### config.mk
export PLATFORM = sky130hd
export DESIGN_NAME = capture_demux
export DESIGN_NICKNAME = d
export VERILOG_FILES = /design/src/rtl/capdmx_pkg.sv /design/src/rtl/capdmx_addr_ctr.sv /design/src/rtl/capdmx_seq.sv /design/src/rtl/capdmx_lane_stage.sv /design/src/rtl/capture_demux.sv
export SDC_FILE = /design/constraint.sdc
export NUM_CORES = 1
export LEC_CHECK = 0
export BUFFER_PORTS_ARGS = -buffer_cell sky130_fd_sc_hd__buf_2
export CAP_MARGIN = 40
export CELL_PAD_IN_SITES_DETAIL_PLACEMENT = 2
export CELL_PAD_IN_SITES_GLOBAL_PLACEMENT = 2
export CORE_MARGIN = 2
export CORE_UTILIZATION = 40
export CTS_CLUSTER_DIAMETER = 30
export DETAILED_ROUTE_END_ITERATION = 10
export GPL_TIMING_DRIVEN = 0
export HOLD_SLACK_MARGIN = 0.08
export PLACE_DENSITY_LB_ADDON = 0.1
export SYNTH_ARGS = -nofsm -noshare
export SYNTH_HDL_FRONTEND = slang
export SYNTH_SLANG_ARGS = --single-unit
### constraint.sdc
create_clock -name clk -period 5.1 [get_ports clk]
set_input_delay 1.02 -clock clk [delete_from_list [all_inputs] [get_ports clk]]
set_output_delay 1.02 -clock clk [all_outputs]
set_load 0.02 [all_outputs]
### src/rtl/capdmx_pkg.sv
package capdmx_pkg;
   typedef enum logic [1:0] {
      ST_IDLE = 2'd0,
      ST_RUN  = 2'd1,
      ST_DONE = 2'd2
   } run_state_e;
endpackage

### src/rtl/capdmx_addr_ctr.sv
module capdmx_addr_ctr #(
   parameter int ADDR_W = 16
) (
   input  logic              clk,
   input  logic              rst_n,
   input  logic              load,
   input  logic [ADDR_W-1:0] load_val,
   input  logic              step,
   output logic [ADDR_W-1:0] count,
   output logic              at_top
);
   // parallel-load synchronous counter; every bit changes on the same edge
   always_ff @(posedge clk or negedge rst_n) begin
      if (!rst_n)
         count <= '0;
      else if (load)
         count <= load_val;
      else if (step)
         count <= count + 1'b1;
   end

   assign at_top = &count;
endmodule

### src/rtl/capdmx_seq.sv
module capdmx_seq
   import capdmx_pkg::*;
#(
   parameter int GROUPS = 4,
   parameter int GW     = 2
) (
   input  logic          clk,
   input  logic          rst_n,
   input  logic          start,
   input  logic          at_top,
   output logic [GW-1:0] grp,
   output logic          take,
   output logic          row_end,
   output logic          done
);
   localparam logic [GW-1:0] LAST_GRP = GW'(GROUPS - 1);
   localparam bit POW2 = (GROUPS & (GROUPS - 1)) == 0;

   run_state_e   st;
   logic [GW-1:0] grp_nx;

   assign take    = (st == ST_RUN) && !start;
   assign row_end = take && (grp == LAST_GRP);

   generate
      if (POW2) begin : g_wrap_free
         assign grp_nx = grp + 1'b1;
      end else begin : g_wrap_cmp
         assign grp_nx = (grp == LAST_GRP) ? '0 : grp + 1'b1;
      end
   endgenerate

   always_ff @(posedge clk or negedge rst_n) begin
      if (!rst_n) begin
         st   <= ST_IDLE;
         grp  <= '0;
         done <= 1'b0;
      end else if (start) begin
         st   <= ST_RUN;
         grp  <= '0;
         done <= 1'b0;
      end else if (take) begin
         grp <= grp_nx;
         if (row_end && at_top) begin
            st   <= ST_DONE;
            done <= 1'b1;
         end
      end
   end
endmodule

### src/rtl/capdmx_lane_stage.sv
module capdmx_lane_stage #(
   parameter int SAMPLE_W = 8,
   parameter int LANES    = 2,
   parameter int GROUPS   = 4,
   parameter int GW       = 2
) (
   input  logic                                clk,
   input  logic                                rst_n,
   input  logic                                take,
   input  logic [GW-1:0]                       grp,
   input  logic [LANES*SAMPLE_W-1:0]           lanes_in,
   output logic [GROUPS*LANES*SAMPLE_W-1:0]    row_out
);
   localparam int PAIR_W = LANES * SAMPLE_W;

   genvar g;
   generate
      for (g = 0; g < GROUPS; g++) begin : g_grp
         if (g < GROUPS - 1) begin : g_held
            logic [PAIR_W-1:0] hold_q;
            always_ff @(posedge clk or negedge rst_n) begin
               if (!rst_n)
                  hold_q <= '0;
               else if (take && grp == GW'(g))
                  hold_q <= lanes_in;
            end
            assign row_out[g*PAIR_W +: PAIR_W] = hold_q;
         end else begin : g_live
            // last group completes the row on the write edge itself
            assign row_out[g*PAIR_W +: PAIR_W] = lanes_in;
         end
      end
   endgenerate
endmodule

### src/rtl/capture_demux.sv
module capture_demux #(
   parameter int SAMPLE_W = 8,
   parameter int ADDR_W   = 16,
   parameter int GROUPS   = 4
) (
   input  logic                       clk,
   input  logic                       rst_n,
   input  logic                       start,
   input  logic [ADDR_W-1:0]          preset_addr,
   input  logic [SAMPLE_W-1:0]        lane_even,
   input  logic [SAMPLE_W-1:0]        lane_odd,
   output logic [ADDR_W-1:0]          mem_addr,
   output logic [2*GROUPS*SAMPLE_W-1:0] mem_data,
   output logic [2*GROUPS-1:0]        mem_we,
   output logic                       done
);
   localparam int LANES = 2;
   localparam int BANKS = LANES * GROUPS;
   localparam int GW    = (GROUPS > 1) ? $clog2(GROUPS) : 1;

   initial begin
      assert (GROUPS >= 2) else $error("GROUPS must be at least 2");
      assert (SAMPLE_W >= 1) else $error("SAMPLE_W must be positive");
      assert (ADDR_W >= 2) else $error("ADDR_W must be at least 2");
   end

   logic [GW-1:0]             grp;
   logic                      take, row_end, at_top;
   logic [ADDR_W-1:0]         count;
   logic [BANKS*SAMPLE_W-1:0] row;

   capdmx_seq #(.GROUPS(GROUPS), .GW(GW)) u_seq (
      .clk(clk), .rst_n(rst_n), .start(start), .at_top(at_top),
      .grp(grp), .take(take), .row_end(row_end), .done(done)
   );

   capdmx_addr_ctr #(.ADDR_W(ADDR_W)) u_ctr (
      .clk(clk), .rst_n(rst_n), .load(start), .load_val(preset_addr),
      .step(row_end), .count(count), .at_top(at_top)
   );

   capdmx_lane_stage #(.SAMPLE_W(SAMPLE_W), .LANES(LANES), .GROUPS(GROUPS), .GW(GW)) u_stage (
      .clk(clk), .rst_n(rst_n), .take(take), .grp(grp),
      .lanes_in({lane_odd, lane_even}), .row_out(row)
   );

   always_ff @(posedge clk or negedge rst_n) begin
      if (!rst_n) begin
         mem_addr <= '0;
         mem_data <= '0;
         mem_we   <= '0;
      end else if (row_end) begin
         mem_addr <= count;
         mem_data <= row;
         mem_we   <= '1;
      end else begin
         mem_we <= '0;
      end
   end
endmodule

# [Yosys cells after proc, flatten, opt, wreduce, memory -nomap -nowiden]
# Index checks and enable logic that the tools add are counted.
[word_totals] output_inout_bits=89 input_bits=35 register_bits=157 wordCells=40
[classes] n_addsub=2 muxes=11 n_eq_ne=4 n_reduce_logical=13
[ops] op="$mux 16" count=2
[ops] op="$add 16x1->16 const B" count=1
[ops] op="$reduce_and 16->1" count=1
[ops] op="$mux 2" count=5
[ops] op="$mux 8" count=1
[ops] op="$logic_and 1x1->1" count=6
[ops] op="$reduce_bool 2->1" count=3
[ops] op="$eq 2x1->1 const B" count=2
[ops] op="$eq 2x2->1 const B" count=2
[ops] op="$mux 1" count=3
[ops] op="$add 2x1->2 const B" count=1
[ops] op="$logic_not 2->1" count=1
[ops] op="$reduce_and 2->1" count=1
[ops] op="$logic_not 1->1" count=1

# [Longest topological paths before layout]
# Gate-level depths: netlist of run 1.
[logic_depth] ltp_word=7 mapped_depth=7 mapped_depth_nobuf=5

# [Hierarchy]
# From an unflattened synthesis of run 1, not the netlist that was laid out.
[hier_totals] cells_unflattened=416 area_unflattened_um2=6503.7
[modules_own_cells] module="capture_demux" seq_area_each_um2=2026.9 cells_per_inst=177 instances=1 area_each_um2=3452.1
[modules_own_cells] module="capdmx_lane_stage" seq_area_each_um2=1201.2 cells_per_inst=118 instances=1 area_each_um2=1935.6
[modules_own_cells] module="capdmx_addr_ctr" seq_area_each_um2=400.4 cells_per_inst=102 instances=1 area_each_um2=904.6
[modules_own_cells] module="capdmx_seq" seq_area_each_um2=100.1 cells_per_inst=19 instances=1 area_each_um2=211.5

# [Least setup slack after synthesis of run 1]
# Ideal clock, no wire load.
[synth_timing] path_type="input to register" from="in start" to="reg u_seq.st[0]" setup_time_ns=0.118 required_ns=4.982 n_path_buf=1 cell_stages=5 path_slack_ns=2.956 t_arrival_ns=2.026 cell_sequence="and4bb_1 buf_4 nand4_4 or3_1 a21o_1"
[synth_between] elab_chain_cells=6 elab_cells_between_ends=8 classes_between="mux: 1; reduce/logical: 7"
[synth_lines] item="start, declared" line="capture_demux.sv:8" source="input logic start,"
[synth_lines] item="$logic_not 1->1" line="capdmx_seq.sv:22" source="assign take = (st == ST_RUN) && !start;"
[synth_lines] item="$logic_and 1x1->1" line="capdmx_seq.sv:22"
[synth_lines] item="$logic_and 1x1->1" line="capdmx_seq.sv:23" source="assign row_end = take && (grp == LAST_GRP);"
[synth_lines] item="$logic_and 1x1->1" line="capdmx_seq.sv:44" source="if (row_end && at_top) begin"
[synth_lines] item="$reduce_bool 2->1 (no source line)"
[synth_lines] item="$reduce_and 2->1 (no source line)"
[synth_lines] item="end signal, assigned" line="capdmx_seq.sv:35" source="st <= ST_IDLE;"
[synth_lines] item="end signal, assigned" line="capdmx_seq.sv:39" source="st <= ST_RUN;"
[synth_lines] item="end signal, assigned" line="capdmx_seq.sv:45" source="st <= ST_DONE;"
[synth_lines] item="end, declared" line="capdmx_seq.sv:19" source="run_state_e st;"
# Several ways; a longest one is shown, not always the timed one.
# A chain may end at the register's enable or synchronous reset.

==> impl_metrics.json, run 1 <==
{
  "synth_cells": 406,
  "instances_no_fill": 745,
  "worst-r2r-cell-count": 6,
  "synthesis.nets": 446,
  "critPathTopFamily": "flip-flops",
  "worstPathMaxFanout": 8,
  "final_common_cell": "dfrtp_1",
  "root_buffer": "clkbuf_16",
  "hold_violations": 0,
  "first_iter_violations": 91,
  "synth_area_um2": 6000,
  "grt_overflow": 0,
  "start_util_pct": 41.1,
  "cts-resized-gates": 0,
  "crit_path_end_kind": "output port",
  "grt_max_degree": 68,
  "slew_headroom_pct": 65.1,
  "critical_path_required_ps": 4080,
  "min_period_over_period_pct": 43.1,
  "n_antenna_cell": 0,
  "p_clk_share_pct": 29.0,
  "finalCriticalPeriod_ps": 2200,
  "cpPeakStageDelay_ps": 450,
  "ys.flop_type": "dfrtp_1",
  "final.setup_skew_ps": 10.5,
  "cp-start-kind": "flop",
  "post-cts-setup-buffer-count": 0,
  "dp_slack_ps": 2560,
  "timing.fmax_mhz": 455,
  "arrival_ps": 1180,
  "tns_ps": 0,
  "yosys_warnings": 0,
  "mostFrequentLayoutCells": "dfrtp_1 (149), buf_2 (129), mux2_2 (123), nand2_1 (18), clkbuf_16 (17)",
  "drv_cap": 0,
  "wl_per_cell_um": 20.7,
  "status": "finished clean",
  "maxSlewViolCount": 0,
  "final_util_pct": 51.4,
  "synth_cell_types": 37,
  "io_pins": 124,
  "routabilityCongestion": 0.710,
  "seq_power_share_pct": 42.8,
  "routed_wl_um": 15400,
  "vias": 3854,
  "r2r_slack_ps": 3170,
  "pwr-share-comb_pct": 28.3,
  "tightestPinTransition_ps": 524,
  "p_int_mw": 2.88,
  "cts_htree_levels": 4,
  "cp_slowest_cell": "dfrtp_1",
  "vdd_ir_drop_max_mv": 0.282,
  "pwr_density_cell_nw_per_um2": 570,
  "area_delta_synth_final_pct": 24.8,
  "yosysSeqAreaShare_pct": 62.1,
  "antenna_found_initial": 1,
  "drc_errors": 0,
  "clock_latency_ps": 420,
  "p_leak_nw": 3.55,
  "rsz0062_at_grt": "no",
  "cts_tree": "built",
  "dp_hpwl_um": 10500,
  "grt_pass1_vias": 4386,
  "r2r_start": "u_seq.done",
  "synth-seq-cells": 149,
  "cp_cell_sequence": "buf_4 -> buf_2",
  "clk_path_buf_depth": 2,
  "p_sw_mw": 1.39,
  "track_usage_pct": 20.9,
  "clk_pin_slew_ps": 60,
  "core_area_um2": 14600,
  "clock_sinks": 149,
  "hold_path.class": "input port to async pin",
  "dieWidth_um": 126,
  "finalSetupViolations": 0,
  "fillers": 1405,
  "power_switching_share_pct": 32.5,
  "reg2reg_to": "u_stage.g_grp[2].g_held.hold_q[5]",
  "ant_nets": 0,
  "crit_buf_inv": 2,
  "crit_type": "flop to output port",
  "nNetsFinal": 590,
  "dr.pass1.iters": 4,
  "postSynth.asyncResetShare_pct": 100,
  "numCtsBuffers": 17,
  "setup_ws_ps": 2900,
  "routed_via_density": 5.17,
  "port_buffers": 123,
  "syn_avg_cell_area_um2": 14.8,
  "die_y_um": 126,
  "synth-edff-count": 0,
  "ctsHoldBuffers": 0,
  "drive_gt1_share_pct": 54.0,
  "die_area_um2": 16000,
  "grt_pass1_wl_um": 25200,
  "std_cell_rows": 44,
  "place_inst": 715
}
worst reg2reg max path, stage by stage, from the launching register on:
cell and delay, ps:
dfrtp_1 410, nand2b_1 210, nor2_1 180, and2_1 150
buf_2 230, buf_4 280, mux2_2 370
logic make-up (layout without fill, tap and decap cells):
logic type	Yosys count	in the layout	synth area share [%]
flip-flops	149	149	62.1
adder cells (fa/ha/maj)	5	5	1.04
multiplexers	129	129	24.2
buffers and inverters	33	188	3.46
XOR/XNOR	6	6	0.876
AND/OR/NAND/NOR	61	61	5.88
AO/OA/AOI/OAI	23	23	2.44
synth_stat cells, types with 2 or more instances:
library cell	n	area, um2
mux2_2	123	1390
buf_4	14	105
buf_6	3	33.8
nand3b_1	3	22.5
buf_2	7	35.0
and3_1	2	12.5
xnor2_1	2	17.5
clkbuf_1	3	11.3
inv_1	6	22.5
ha_1	5	62.6
a31oi_1	2	12.5
o211ai_1	3	22.5
and2_1	4	25.0
o311ai_0	3	26.3
or3_1	4	25.0
xor2_1	4	35.0
nor2_1	6	22.5
nand3_1	4	20.0
dfrtp_1	149	3730
o21ai_0	11	55.1
nor2b_1	4	25.0
mux2_1	5	56.3
nand2_1	18	67.6
nand4_1	8	50.1
routing by layer:
metal | up-vias | wire [um] | global-route usage (%) | part of all wire (%)
met2 | 106 | 7860 | 34.8 | 51
met3 | 16 | 873 | 6.71 | 5.7
met4 | 2 | 160 | 5.82 | 1.0
li1 | 1722 | - | - | -
met5 | - | 17 | 0 | 0.11
met1 | 2008 | 6480 | 26.5 | 42
metrics by stage:
step	area, um2	power (mW)	hold WS, ps
final	7490	4.27	466
after global routing	7490	4.52	473
after CTS	7490	4.34	465
after detailed placement	6910	3.06	470
after global placement	6850	2.97	464
after floorplan	6000	2.55	460
flip-flops by register name, summed over array words and instances, names as in the netlist:
signal / flops
mem_data: 64
u_seq.done: 1
mem_we: 1
mem_addr: 16
u_ctr.count: 16
u_seq.grp: 2
u_seq.st: 1
u_stage.g_grp.g_held.hold_q: 48
power groups by stage:
| stage | sequential, mW | clock [mW] | combinational [mW] |
|---|---|---|---|
| floorplan | 2.14 | 0 | 0.404 |
| global placement | 1.81 | 0 | 1.16 |
| detailed placement | 1.84 | 0 | 1.21 |
| CTS | 1.84 | 1.27 | 1.23 |
| global route | 1.90 | 1.32 | 1.30 |
| finish | 1.83 | 1.24 | 1.21 |
worst max path at each step:
stage / start / end / slack [ps] / cells past startpoint
floorplan: start / u_seq.st[0] / 2960 / 5
global placement: rst_n / u_stage.g_grp[1].g_held.hold_q[11] / 840 / 1
detailed placement: start / mem_data[45] / 2560 / 6
CTS: mem_we[6] / mem_we[4] / 2870 / 2
global route: mem_we[6] / mem_we[5] / 2830 / 2
finish: mem_we[6] / mem_we[5] / 2900 / 2
area by class of cell:
cell class	count	area, um2	area share [%]
buffer	27	185	2.47
clock inverter	8	98.8	1.32
tap	184	230	3.07
inverter	6	22.5	0.301
timing repair buffer	125	677	9.03
multi-input combinational	224	2070	27.6
sequential	149	3730	49.8
clock buffer	22	484	6.46
(Power assumes the default switching activity.)
==> run 2: changes to the inputs <==
- CORE_UTILIZATION: 40 -> 38
- clock period: 5.1 -> 2.15 ns (I/O delays scaled with it)
==> impl_metrics.json, run 2 (same netlist as run 1, synthesis figures left out) <==
{
  "finalCriticalPeriod_ps": 1880,
  "port_buffers": 123,
  "hold_path.class": "input port to flop",
  "start_util_pct": 39.2,
  "holdPathEnd": "u_ctr.count[11]",
  "crit_buf_inv": 2,
  "finalSetupViolations": 0,
  "stdcell_area_um2": 7530,
  "reg2reg_to": "u_stage.g_grp[1].g_held.hold_q[6]",
  "cp_cell_sequence": "nand2b_1 -> nor2_1 -> and2_1 -> buf_2 -> buf_4 -> mux2_2",
  "drv_cap": 0,
  "routed_via_density": 4.93,
  "tns_ps": 0,
  "antenna_found_initial": 0,
  "whs_path_depth": 3,
  "drc_errors": 0,
  "fillers": 1541,
  "power_mw": 10.2,
  "wl_per_cell_um": 19.5,
  "grt_max_degree": 86,
  "final_common_cell": "dfrtp_1",
  "ant_nets": 0,
  "dr.pass1.iters": 4,
  "final_util_pct": 49.2,
  "io_pins": 124,
  "crit_path_end_kind": "flop",
  "clock_latency_ps": 420,
  "tightestPinTransition_ps": 630,
  "holdCritStartpoint": "preset_addr[11]",
  "cpPeakStageDelay_ps": 410,
  "vias": 3817,
  "cp_slowest_cell": "dfrtp_1",
  "grt_pass1_wl_um": 24200,
  "cts_htree_levels": 4,
  "root_buffer": "clkbuf_16",
  "n_antenna_cell": 0,
  "timing.fmax_mhz": 531,
  "place_inst": 741,
  "instances_no_fill": 774,
  "r2r_start": "u_seq.done",
  "grt_pass1_vias": 4339,
  "largest_reg_flops": 64,
  "nNetsFinal": 590,
  "maxSlewViolCount": 0,
  "drive_gt1_share_pct": 53.5,
  "clk_path_buf_depth": 2,
  "worstPathMaxFanout": 10,
  "core_area_um2": 15300,
  "post-cts-setup-buffer-count": 0,
  "min_period_over_period_pct": 87.5,
  "std_cell_rows": 45,
  "area_delta_synth_final_pct": 25.4,
  "crit_type": "flop to flop",
  "hold_violations": 0,
  "arrival_ps": 2180,
  "rsz0062_at_grt": "no",
  "mostFrequentLayoutCells": "dfrtp_1 (149), buf_2 (129), mux2_2 (123), nand2_1 (18), clkbuf_16 (17)",
  "r2r_slack_ps": 270,
  "p_leak_nw": 3.55,
  "critical_path_required_ps": 2450,
  "critPathTopFamily": "simple AND/OR/NAND/NOR gates",
  "status": "finished clean",
  "numCtsBuffers": 17,
  "routed_wl_um": 15100,
  "slew_headroom_pct": 58.0,
  "top_regs": "mem_data (64), u_stage.g_grp.g_held.hold_q (48)",
  "clk_pin_slew_ps": 60,
  "dieWidth_um": 130,
  "cp-start-kind": "flop",
  "die_area_um2": 16800,
  "track_usage_pct": 19.4,
  "first_iter_violations": 102,
  "grt_overflow": 0,
  "worst-r2r-cell-count": 6,
  "cts_tree": "built",
  "pwr_density_cell_nw_per_um2": 1350,
  "dp_hpwl_um": 10200,
  "final.setup_skew_ps": 9.91,
  "vdd_ir_drop_max_mv": 0.567,
  "clock_sinks": 149,
  "routabilityCongestion": 0.696,
  "post_dp_cell_area_um2": 6920,
  "top_register": "mem_data",
  "die_y_um": 130
}
run 2: per-stage QoR:
step | hold WS (ps) | setup WS [ps]
final | 237 | 268
after floorplan | 134 | 435
after global placement | 463 | -1560
after global routing | 236 | 148
after detailed placement | 470 | 219
after CTS | 220 | 228
run 2: what timing repair did:
item                                    4_1_cts  5_1_grt
hold endpoints to repair                     64        0
endpoints found under the setup margin        0        0
hold buffers                                  1        0
gates resized for setup                       0        0
run 2: metal layers:
layer  wire length [um]  GRT usage, %  up-vias  part of all wire [%]
li1                   -             -     1713                     -
met1               6500          24.3     2006                    43
met2               7750          33.2       88                    51
met3                665          5.33       10                   4.4
met4                152          5.31        0                   1.0
met5                  0             0        -                     0
run 2: layout make-up:
cell class              count  area (um2)  area share, %
flip-flops and latches    149        3730           49.5
clock inverters             8         121           1.61
clock buffers              24         482           6.40
multi-input cells         224        2070           27.4
repair buffers            125         659           8.76
well taps                 211         264           3.51
plain buffers              27         185           2.46
inverters                   6        22.5          0.299
run 2: tightest hold or removal path, cell delays in order:
cell and delay (ps):
buf_2 80, nand2_1 50, nand3_1 60
run 2: worst max-delay path by stage:
stage / start / to / slack, ps / cells past startpoint
finish: u_seq.done / u_stage.g_grp[1].g_held.hold_q[6] / 270 / 6
global route: u_seq.done / u_stage.g_grp[0].g_held.hold_q[7] / 150 / 6
floorplan: u_seq.done / u_stage.g_grp[0].g_held.hold_q[10] / 440 / 6
detailed placement: start / mem_data[47] / 220 / 6
CTS: u_seq.done / u_stage.g_grp[1].g_held.hold_q[6] / 230 / 6
global placement: rst_n / mem_data[27] / -1560 / 1
run 2: power by group:
part           internal (mW)  leakage [nW]  switching [mW]
clock network           1.92         0.295            1.13
logic                   1.23          1.44            1.59
registers               3.78          1.82           0.552
